File: config.mk
export PLATFORM = sky130hd
export DESIGN_NAME = dvs_ramp_ctrl
export DESIGN_NICKNAME = d
export VERILOG_FILES = /design/src/rtl/dvs_ramp_pkg.sv /design/src/rtl/dvs_setpoint_regs.sv /design/src/rtl/dvs_target_sel.sv /design/src/rtl/dvs_step_timer.sv /design/src/rtl/dvs_ramp_core.sv /design/src/rtl/dvs_ramp_ctrl.sv
export SDC_FILE = /design/constraint.sdc
export NUM_CORES = 1
export LEC_CHECK = 0
export CAP_MARGIN = 5
export CORE_MARGIN = 1
export CORE_UTILIZATION = 42
export CTS_CLUSTER_SIZE = 10
export DETAILED_ROUTE_END_ITERATION = 10
export PLACE_DENSITY_LB_ADDON = 0.05
export SLEW_MARGIN = 25
export SYNTH_ARGS = -nofsm -noshare
export SYNTH_HDL_FRONTEND = slang
export SYNTH_SLANG_ARGS = --single-unit
File: constraint.sdc
create_clock -name clk_i -period 3 [get_ports clk_i]
set_input_delay 0.3 -clock clk_i [delete_from_list [all_inputs] [get_ports clk_i]]
set_output_delay 0.3 -clock clk_i [all_outputs]
set_load 0.1 [all_outputs]
File: src/rtl/dvs_ramp_pkg.sv
package dvs_ramp_pkg;
  typedef enum logic [1:0] {
    ADDR_NORM = 2'd0,
    ADDR_DVS  = 2'd1,
    ADDR_STBY = 2'd2,
    ADDR_RATE = 2'd3
  } dvs_addr_e;

  typedef enum logic [1:0] {
    SEL_NORM = 2'd0,
    SEL_DVS  = 2'd1,
    SEL_STBY = 2'd2
  } dvs_sel_e;

  localparam int unsigned NUM_POINTS = 3;
endpackage

File: src/rtl/dvs_setpoint_regs.sv
module dvs_setpoint_regs
  import dvs_ramp_pkg::*;
#(
  parameter int unsigned CODE_W   = 5,
  parameter int unsigned RATE_W   = 2,
  parameter logic [CODE_W-1:0] RST_NORM = 5'd12,
  parameter logic [CODE_W-1:0] RST_DVS  = 5'd12,
  parameter logic [CODE_W-1:0] RST_STBY = 5'd12,
  parameter logic [RATE_W-1:0] RST_RATE = '0
) (
  input  logic              clk_i,
  input  logic              rst_ni,
  input  logic              wr_en_i,
  input  logic [1:0]        wr_addr_i,
  input  logic [CODE_W-1:0] wr_data_i,
  output logic [CODE_W-1:0] norm_code_o,
  output logic [CODE_W-1:0] dvs_code_o,
  output logic [CODE_W-1:0] stby_code_o,
  output logic [RATE_W-1:0] rate_o
);
  localparam logic [NUM_POINTS-1:0][CODE_W-1:0] RST_CODES = {RST_STBY, RST_DVS, RST_NORM};

  logic [NUM_POINTS-1:0][CODE_W-1:0] codes_q;
  logic [RATE_W-1:0]                 rate_q;

  for (genvar gi = 0; gi < NUM_POINTS; gi++) begin : g_point
    always_ff @(posedge clk_i or negedge rst_ni) begin
      if (!rst_ni) begin
        codes_q[gi] <= RST_CODES[gi];
      end else if (wr_en_i && (wr_addr_i == 2'(gi))) begin
        codes_q[gi] <= wr_data_i;
      end
    end
  end

  always_ff @(posedge clk_i or negedge rst_ni) begin
    if (!rst_ni) begin
      rate_q <= RST_RATE;
    end else if (wr_en_i && (wr_addr_i == ADDR_RATE)) begin
      rate_q <= wr_data_i[RATE_W-1:0];
    end
  end

  assign norm_code_o = codes_q[ADDR_NORM];
  assign dvs_code_o  = codes_q[ADDR_DVS];
  assign stby_code_o = codes_q[ADDR_STBY];
  assign rate_o      = rate_q;
endmodule

File: src/rtl/dvs_target_sel.sv
module dvs_target_sel
  import dvs_ramp_pkg::*;
#(
  parameter int unsigned CODE_W = 5
) (
  input  logic              stby_pri_i,
  input  logic              stby_sec_i,
  input  logic              dvs_i,
  input  logic [CODE_W-1:0] norm_code_i,
  input  logic [CODE_W-1:0] dvs_code_i,
  input  logic [CODE_W-1:0] stby_code_i,
  output dvs_sel_e          sel_o,
  output logic [CODE_W-1:0] target_o
);
  logic stby_eff;
  assign stby_eff = stby_pri_i & stby_sec_i;

  // standby outranks the DVS pin
  always_comb begin
    if (stby_eff)   sel_o = SEL_STBY;
    else if (dvs_i) sel_o = SEL_DVS;
    else            sel_o = SEL_NORM;
  end

  always_comb begin
    unique case (sel_o)
      SEL_STBY: target_o = stby_code_i;
      SEL_DVS:  target_o = dvs_code_i;
      default:  target_o = norm_code_i;
    endcase
  end
endmodule

File: src/rtl/dvs_step_timer.sv
module dvs_step_timer #(
  parameter int unsigned RATE_W = 2
) (
  input  logic              clk_i,
  input  logic              rst_ni,
  input  logic              run_i,
  input  logic              tick_i,
  input  logic [RATE_W-1:0] rate_i,
  output logic              step_o
);
  // interval = 2**rate ticks, max 2**(2**RATE_W - 1)
  localparam int unsigned CNT_W = (2 ** RATE_W) - 1;

  logic [CNT_W-1:0] cnt_q;
  logic [CNT_W-1:0] last;

  always_comb begin
    last = '0;
    for (int b = 0; b < CNT_W; b++) begin
      if (b < int'(rate_i)) last[b] = 1'b1;
    end
  end

  // >= keeps a shortened interval from wrapping after a rate change
  assign step_o = run_i & tick_i & (cnt_q >= last);

  always_ff @(posedge clk_i or negedge rst_ni) begin
    if (!rst_ni) begin
      cnt_q <= '0;
    end else if (!run_i) begin
      cnt_q <= '0;
    end else if (tick_i) begin
      cnt_q <= step_o ? '0 : cnt_q + 1'b1;
    end
  end
endmodule

File: src/rtl/dvs_ramp_core.sv
module dvs_ramp_core #(
  parameter int unsigned CODE_W = 5,
  parameter logic [CODE_W-1:0] RST_CODE = 5'd12
) (
  input  logic              clk_i,
  input  logic              rst_ni,
  input  logic              step_i,
  input  logic [CODE_W-1:0] target_i,
  output logic [CODE_W-1:0] code_o,
  output logic              busy_o
);
  logic [CODE_W-1:0] code_q;
  logic              go_up;

  assign go_up  = target_i > code_q;
  assign busy_o = code_q != target_i;
  assign code_o = code_q;

  always_ff @(posedge clk_i or negedge rst_ni) begin
    if (!rst_ni) begin
      code_q <= RST_CODE;
    end else if (step_i && busy_o) begin
      code_q <= go_up ? code_q + 1'b1 : code_q - 1'b1;
    end
  end
endmodule

File: src/rtl/dvs_ramp_ctrl.sv
module dvs_ramp_ctrl
  import dvs_ramp_pkg::*;
#(
  parameter int unsigned CODE_W = 5,
  parameter int unsigned RATE_W = 2,
  parameter logic [CODE_W-1:0] RST_NORM = 5'd12,
  parameter logic [CODE_W-1:0] RST_DVS  = 5'd12,
  parameter logic [CODE_W-1:0] RST_STBY = 5'd12
) (
  input  logic              clk_i,
  input  logic              rst_ni,
  input  logic              wr_en_i,
  input  logic [1:0]        wr_addr_i,
  input  logic [CODE_W-1:0] wr_data_i,
  input  logic              stby_pri_i,
  input  logic              stby_sec_i,
  input  logic              dvs_i,
  input  logic              tick_i,
  output logic [CODE_W-1:0] code_o,
  output logic              busy_o
);
  logic [CODE_W-1:0] norm_code, dvs_code, stby_code, target_code;
  logic [RATE_W-1:0] rate;
  dvs_sel_e          sel;
  logic              step;

  dvs_setpoint_regs #(
    .CODE_W(CODE_W), .RATE_W(RATE_W),
    .RST_NORM(RST_NORM), .RST_DVS(RST_DVS), .RST_STBY(RST_STBY),
    .RST_RATE('0)
  ) u_regs (
    .clk_i, .rst_ni, .wr_en_i, .wr_addr_i, .wr_data_i,
    .norm_code_o(norm_code), .dvs_code_o(dvs_code),
    .stby_code_o(stby_code), .rate_o(rate)
  );

  dvs_target_sel #(.CODE_W(CODE_W)) u_sel (
    .stby_pri_i, .stby_sec_i, .dvs_i,
    .norm_code_i(norm_code), .dvs_code_i(dvs_code), .stby_code_i(stby_code),
    .sel_o(sel), .target_o(target_code)
  );

  dvs_step_timer #(.RATE_W(RATE_W)) u_timer (
    .clk_i, .rst_ni, .run_i(busy_o), .tick_i, .rate_i(rate), .step_o(step)
  );

  dvs_ramp_core #(.CODE_W(CODE_W), .RST_CODE(RST_NORM)) u_core (
    .clk_i, .rst_ni, .step_i(step), .target_i(target_code),
    .code_o, .busy_o
  );
endmodule

==> results of run 1 <==
[power by group through the flow]
| stage | clock [uW] | combinational [uW] | sequential (uW) |
|---|---|---|---|
| floorplan | 0 | 608 | 775 |
| global placement | 0 | 1150 | 545 |
| detailed placement | 0 | 1180 | 551 |
| CTS | 163 | 1190 | 544 |
| global route | 182 | 1340 | 557 |
| finish | 152 | 1210 | 541 |
[metal layers]
layer / share of wire [%] / vias to the layer above / global-route usage (%)
met5: 0 / - / 0
met4: 0.89 / 0 / 3.90
met3: 2.9 / 2 / 4.48
met2: 53 / 14 / 29.2
met1: 43 / 492 / 21.0
li1: - / 532 / -
[critical path, delay by kind of cell (launching register included)]
kind            cells  cell delay (ns)
compound gates      2             0.28
xor+xnor            1             0.13
simple gates        6             0.89
flops               1             0.66
fa+ha+maj           2             0.61
buf+inv             2             0.20
[metrics by stage]
stage	cells	power, uW	utilization [%]	hold WS [ns]	TNS, ns
global route	212	2080	56.4	0.520	0
detailed placement	206	1730	54.0	0.494	-0.900
global placement	206	1690	54.0	0.488	-0.675
CTS	210	1890	54.9	0.513	0
finish	212	1900	56.4	0.488	0
floorplan	130	1380	-	0.00441	0
[area by class of cell]
class / count / share of cell area (%)
clock buffers: 3 / 1.20
inverters: 10 / 2.26
repair buffers: 32 / 15.3
well taps: 46 / 3.06
multi-input cells: 95 / 43.5
clock inverters: 1 / 0.332
flip-flops and latches: 25 / 34.3
[path summary, 6_finish.rpt]
| check | start | endpoint | cells after the start |
|---|---|---|---|
| min in group clk_i | u_regs.stby_code_o[0] | u_regs.stby_code_o[0] | 1 |
| hold / removal | rst_ni | u_core.code_o[4] | 1 |
| setup / recovery | u_core.code_o[3] | u_core.code_o[4] | 13 |
| setup reg to reg | u_core.code_o[3] | u_core.code_o[4] | 13 |
| max in group asynchronous | rst_ni | u_regs.stby_code_o[2] | 2 |
| hold reg to reg | u_regs.stby_code_o[0] | u_regs.stby_code_o[0] | 1 |
[state kept, by name (all words and copies together), names as in the netlist]
register / flops
u_core.code_o: 5
u_regs.dvs_code_o: 5
u_regs.norm_code_o: 5
u_regs.rate_o: 2
u_regs.stby_code_o: 5
u_timer.cnt_q: 3
[layout by cell type, fill, tap and decap left out, drive strengths merged, types with 2 or more instances in the layout]
| master | instances |
|---|---|
| mux2 | 17 |
| xnor2 | 2 |
| nor2 | 7 |
| o21ai | 6 |
| dfrtp | 17 |
| nor2b | 2 |
| dfstp | 8 |
| dlymetal6s2s | 2 |
| nand3 | 3 |
| clkdlybuf4s50 | 10 |
| clkbuf | 3 |
| and2 | 2 |
| a21oi | 9 |
| nand2 | 10 |
| nor3 | 4 |
| mux2i | 5 |
| xor2 | 2 |
| buf | 19 |
| o2bb2ai | 2 |
| ha | 12 |
| or2 | 2 |
| nand3b | 2 |
| inv | 10 |
[kinds of logic (layout without fill, tap and decap cells)]
family / after synthesis / after routing / synth area share (%)
multiplexers: 22 / 22 / 16.5
XOR/XNOR: 4 / 4 / 2.40
adder cells (fa/ha/maj): 13 / 13 / 11.6
AND/OR/NAND/NOR: 35 / 36 / 14.6
AO/OA/AOI/OAI: 20 / 20 / 8.22
buffers and inverters: 11 / 46 / 3.17
flip-flops: 25 / 25 / 43.5
[what timing repair did]
action	4_1_cts	5_1_grt
pin swaps	0	6
hold buffers	0	0
resized for setup	1	11
endpoints found under the setup margin	1	2
setup buffers	0	1
cloned	0	1
==> qor.yml, run 1 <==
grt:
  antenna_found_initial: 0
  grt_max_degree: 22
  grt_pass1_vias: 1034
  grt_first_pass_wirelength_um: 4510
  overflow: 0
  grtUsageTotal_pct: 16.9
placement:
  place.gp.congestion: 0.767
  post_dp_cell_area_sq_mm: 0.00180
  place_hpwl_um: 2120
  io_buffers: 19
  post-place-ws_ns: -0.427
timing:
  tightest_slew_ns: 0.938
  fin_crit_ns: 2.82
  timing.fmax_ghz: 0.355
  fin_crit_sh_pct: 94.0
  hold_viol_final: 0
  setup_viol: 0
  setup_ws_ns: 0.181
  slew_viol_final: 0
  finClkSkew_ns: 0.00353
  rsz0062_at_grt: "no"
  slew_headroom_pct: 37.2
worst_setup_path:
  worstSetupStartpointType: "flop"
  crit_chain: "inv_1 -> ha_1 -> and4_4 -> nor2b_4 -> nor3_2 -> or2_1 -> buf_4 -> ha_1 -> nand2b_1 -> o2bb2ai_1 -> o31a_1 -> nor3_2 -> xnor2_1"
  worst_ep_required_time_ns: 3.25
  endpoint_kind: "flop"
  cp_slowest_cell: "dfstp_4"
  setup.worst_path.class: "flop to flop"
  worstPathArrival_ns: 3.07
  cp_slowest_stage_delay_ns: 0.66
  regToRegSetupSlack_ns: 0.18
  cp_max_fo: 4
logic_synthesis:
  synthFlopType: "dfrtp_1"
  ys_seq_area_share_pct: 43.5
  synth_area_sq_mm: 0.00146
  synth_top_area_cell: "dfrtp_1"
  syn_inst: 130
  avgSynthCellArea_sq_um: 11.2
  synthesis.nets: 157
  async_flop_share_pct: 100
  synth_top_area_share_pct: 29.1
  synth-edff-count: 0
  yosysWarnings: 0
  synth_seq_cells: 25
  synthTopCellsByCount: "17 x dfrtp_1, 17 x mux2_2, 12 x ha_1"
  synthTopCellsByArea: "dfrtp_1 29%, dfstp_2 14%, mux2_2 13%"
  synth_cell_types: 35
layout:
  register_area_sq_um: 646
  final_area_sq_mm: 0.00188
  n_antenna_cell: 0
  multi_input_area_sq_um: 820
  area_growth_pct: 28.9
  final_nets: 194
  drive_gt1_share_pct: 41.6
  nFillCells: 317
power_and_ir_drop:
  powerDensity_mw_per_mm2: 1010
  clkPwrFrac_pct: 8.0
  p_sw_share_pct: 45.6
  irDropWorstVdd_v: 0.000370
  comb_power_share_pct: 63.6
  switching_power_uw: 867
  internal_power_uw: 1030
  p_leak_uw: 0.000862
  seqPwrFrac_pct: 28.5
status:
  status: "complete, no violations"
cts:
  h-tree-depth: 1
  root_buffer: "clkbuf_4"
  cts_buffer_depth: 2
  clkTransAtPathRegs_ns: 0.13
  numCtsBuffers: 3
  clock-sinks: 25
  cts_tree: "yes"
  clk_latency_ns: 0.32
job:
  maxCapViolations: 0
floorplan:
  coreArea_sq_mm: 0.00334
  fp.dieArea_sq_mm: 0.00372
  start_util_pct: 43.8
  rows: 21
  num_io_pins: 20
  die_height_um: 61.0
  fp.dieW_um: 61.0
routing:
  wire_per_inst_um: 12.7
  via_per_inst: 4.91
  routed_wl_um: 2700
  num_vias: 1040
  firstDrtPassIters: 4
  ant_nets: 0
  drtIter0Drc: 48
  drcViolationCount: 0
worst_hold_path:
  min_path_type: "input pin to async pin"
Power figures use the tool's default switching activity.
==> inputs of run 2 (changes only) <==
==> constraint.sdc (replaced) <==
create_clock -name clk_i -period 3 [get_ports clk_i]
set_input_delay 0.3 -clock clk_i [delete_from_list [all_inputs] [get_ports clk_i]]
set_output_delay 0.3 -clock clk_i [all_outputs]
set_load 0.02 [all_outputs]
==> run 2 against run 1 <==
Against the previous run: power fell by 9.4%; hold slack got worse by 0.035 ns; cell area fell by 1.3%; count of clock-buffer cells in the layout did not move; register-to-register slack got worse by 0.02 ns; sequential power fell by 2%; critical endpoint is now busy_o.
==> qor.yml, run 2 (synthesis results as in run 1) <==
job:
  maxCapViolations: 0  # unchanged
placement:
  post-place-ws_ns: -0.481  # was -0.427 ns
  io_buffers: 19  # unchanged
  place_hpwl_um: 2100  # was 2120 um
  place.gp.congestion: 0.771  # was 0.767
status:
  status: "complete, no violations"  # unchanged
timing:
  tightest_slew_ns: 0.496  # was 0.938 ns
  fin_setup_tns_ns: 0  # unchanged
  slew_viol_final: 0  # unchanged
  fin_crit_ns: 2.86  # was 2.82 ns
  finClkSkew_ns: 0.00717  # was 0.00353 ns
  hold_slack_ns: 0.453  # was 0.488 ns
  setup_ws_ns: 0.137  # was 0.181 ns
  timing.fmax_ghz: 0.349  # was 0.355 GHz
  slew_headroom_pct: 66.9  # was 37.2%
  hold_viol_final: 0  # unchanged
  setup_viol: 0  # unchanged
  fin_crit_sh_pct: 95.4  # was 94.0%
layout:
  drive_gt1_share_pct: 35.4  # was 41.6%
  nFillCells: 302  # was 317
  area_growth_pct: 27.2  # was 28.9%
  final_cell_mix: "17 x mux2_2, 17 x clkdlybuf4s50_1, 17 x dfrtp_1"  # was 18 x buf_4, 17 x mux2_2, 15 x dfrtp_1
  n_antenna_cell: 0  # unchanged
  final_nets: 192  # was 194
  register_area_sq_um: 636  # was 646 sq um
  multi_input_area_sq_um: 817  # was 820 sq um
worst_setup_path:
  cp_max_fo: 3  # was 4
  crit_path_start: "u_regs.dvs_code_o[2]"  # was u_core.code_o[3]
  setup.worst_path.class: "flop to output port"  # was flop to flop
  worst_ep_required_time_ns: 2.70  # was 3.25 ns
  reg2reg_from: "u_regs.dvs_code_o[2]"  # was u_core.code_o[3]
  regToRegSetupSlack_ns: 0.16  # was 0.18 ns
  endpoint_kind: "output port"  # was flop
  reg2regPathDepth: 14  # was 13
  worstPathArrival_ns: 2.56  # was 3.07 ns
  rr_endpoint: "u_core.code_o[4]"  # unchanged
  worstSetupStartpointType: "flop"  # unchanged
floorplan:
  coreArea_sq_mm: 0.00334  # unchanged
  die_height_um: 61.0  # unchanged
  rows: 21  # unchanged
  start_util_pct: 43.8  # unchanged
  fp.dieW_um: 61.0  # unchanged
  num_io_pins: 20  # unchanged
  fp.dieArea_sq_mm: 0.00372  # unchanged
grt:
  grtUsageTotal_pct: 15.9  # was 16.9%
  grt_first_pass_wirelength_um: 4260  # was 4510 um
  antenna_found_initial: 0  # unchanged
  overflow: 0  # unchanged
  grt_max_degree: 22  # unchanged
  grt_pass1_vias: 952  # was 1,034
cts:
  cts_buffer_depth: 2  # unchanged
  numCtsBuffers: 3  # unchanged
  cts_tree: "yes"  # unchanged
  root_buffer: "clkbuf_4"  # unchanged
  clkTransAtPathRegs_ns: 0.15  # was 0.13 ns
  clock-sinks: 25  # unchanged
  h-tree-depth: 1  # unchanged
  clk_latency_ns: 0.33  # was 0.32 ns
power_and_ir_drop:
  irDropWorstVdd_v: 0.000280  # was 0.000370 V
  power_uw: 1720  # was 1900 uW
  p_leak_uw: 0.000828  # was 0.000862 uW
  powerDensity_mw_per_mm2: 926  # was 1010 mW/mm^2
routing:
  drtIter0Drc: 42  # was 48
  wire_per_inst_um: 13.0  # was 12.7 um
  via_per_inst: 4.93  # was 4.91
  routed_wl_um: 2730  # was 2700 um
  firstDrtPassIters: 4  # unchanged
  num_vias: 1035  # was 1,040
  drcViolationCount: 0  # unchanged
  ant_nets: 0  # unchanged
worst_hold_path:
  min_path_type: "input pin to async pin"  # unchanged
[run 2: worst max-delay path by stage]
stage | endpoint | depth (start not counted)
detailed placement | u_core.code_o[4] | 15
floorplan | u_core.code_o[4] | 15
finish | busy_o | 8
global placement | u_core.code_o[4] | 15
CTS | u_core.code_o[4] | 16
global route | u_core.code_o[4] | 16
[run 2: repair_timing]
item,CTS,global route
gates resized for setup,1,8
pin swaps,0,5
endpoints found under the hold margin,0,17
endpoints found under the setup margin,2,3
cloned,0,0
setup buffers,0,0
hold buffers,0,1
[run 2: through the flow]
stage | std cells | utilization (%) | area (sq um)
after CTS | 209 | 54.4 | 1820
after floorplan | 130 | - | 1460
after detailed placement | 205 | 53.6 | 1790
final | 210 | 55.7 | 1860
after global placement | 205 | 53.6 | 1790
after global routing | 210 | 55.7 | 1860
[run 2: routing by layer]
layer,track usage [%],wire length [um],up-vias
met5,0,0,-
met4,4.87,23,0
met3,3.20,47,2
met2,28.4,1390,10
met1,19.3,1270,497
li1,-,-,526
[run 2: report_power, final]
group / total (uW) / switching, uW / internal (uW)
clock network: 162 / 111 / 50.9
registers: 531 / 78.4 / 452
logic: 1030 / 482 / 548
[run 2: layout make-up]
type	count	share of cell area (%)
flip-flops and latches	25	34.2
well taps	46	3.10
clock inverters	1	0.404
repair buffers	31	14.9
multi-input cells	94	43.9
inverters	10	2.29
clock buffers	3	1.21
[run 2: worst max-delay path: stages (launching register included)]
cell and delay, ns:
dfstp_2 0.56, mux2i_1 0.07, a21oi_1 0.19, ha_1 0.28, and4_4 0.20, and2_4 0.15, buf_4 0.14, clkinv_4 0.05
clkdlybuf4s50_1 0.59
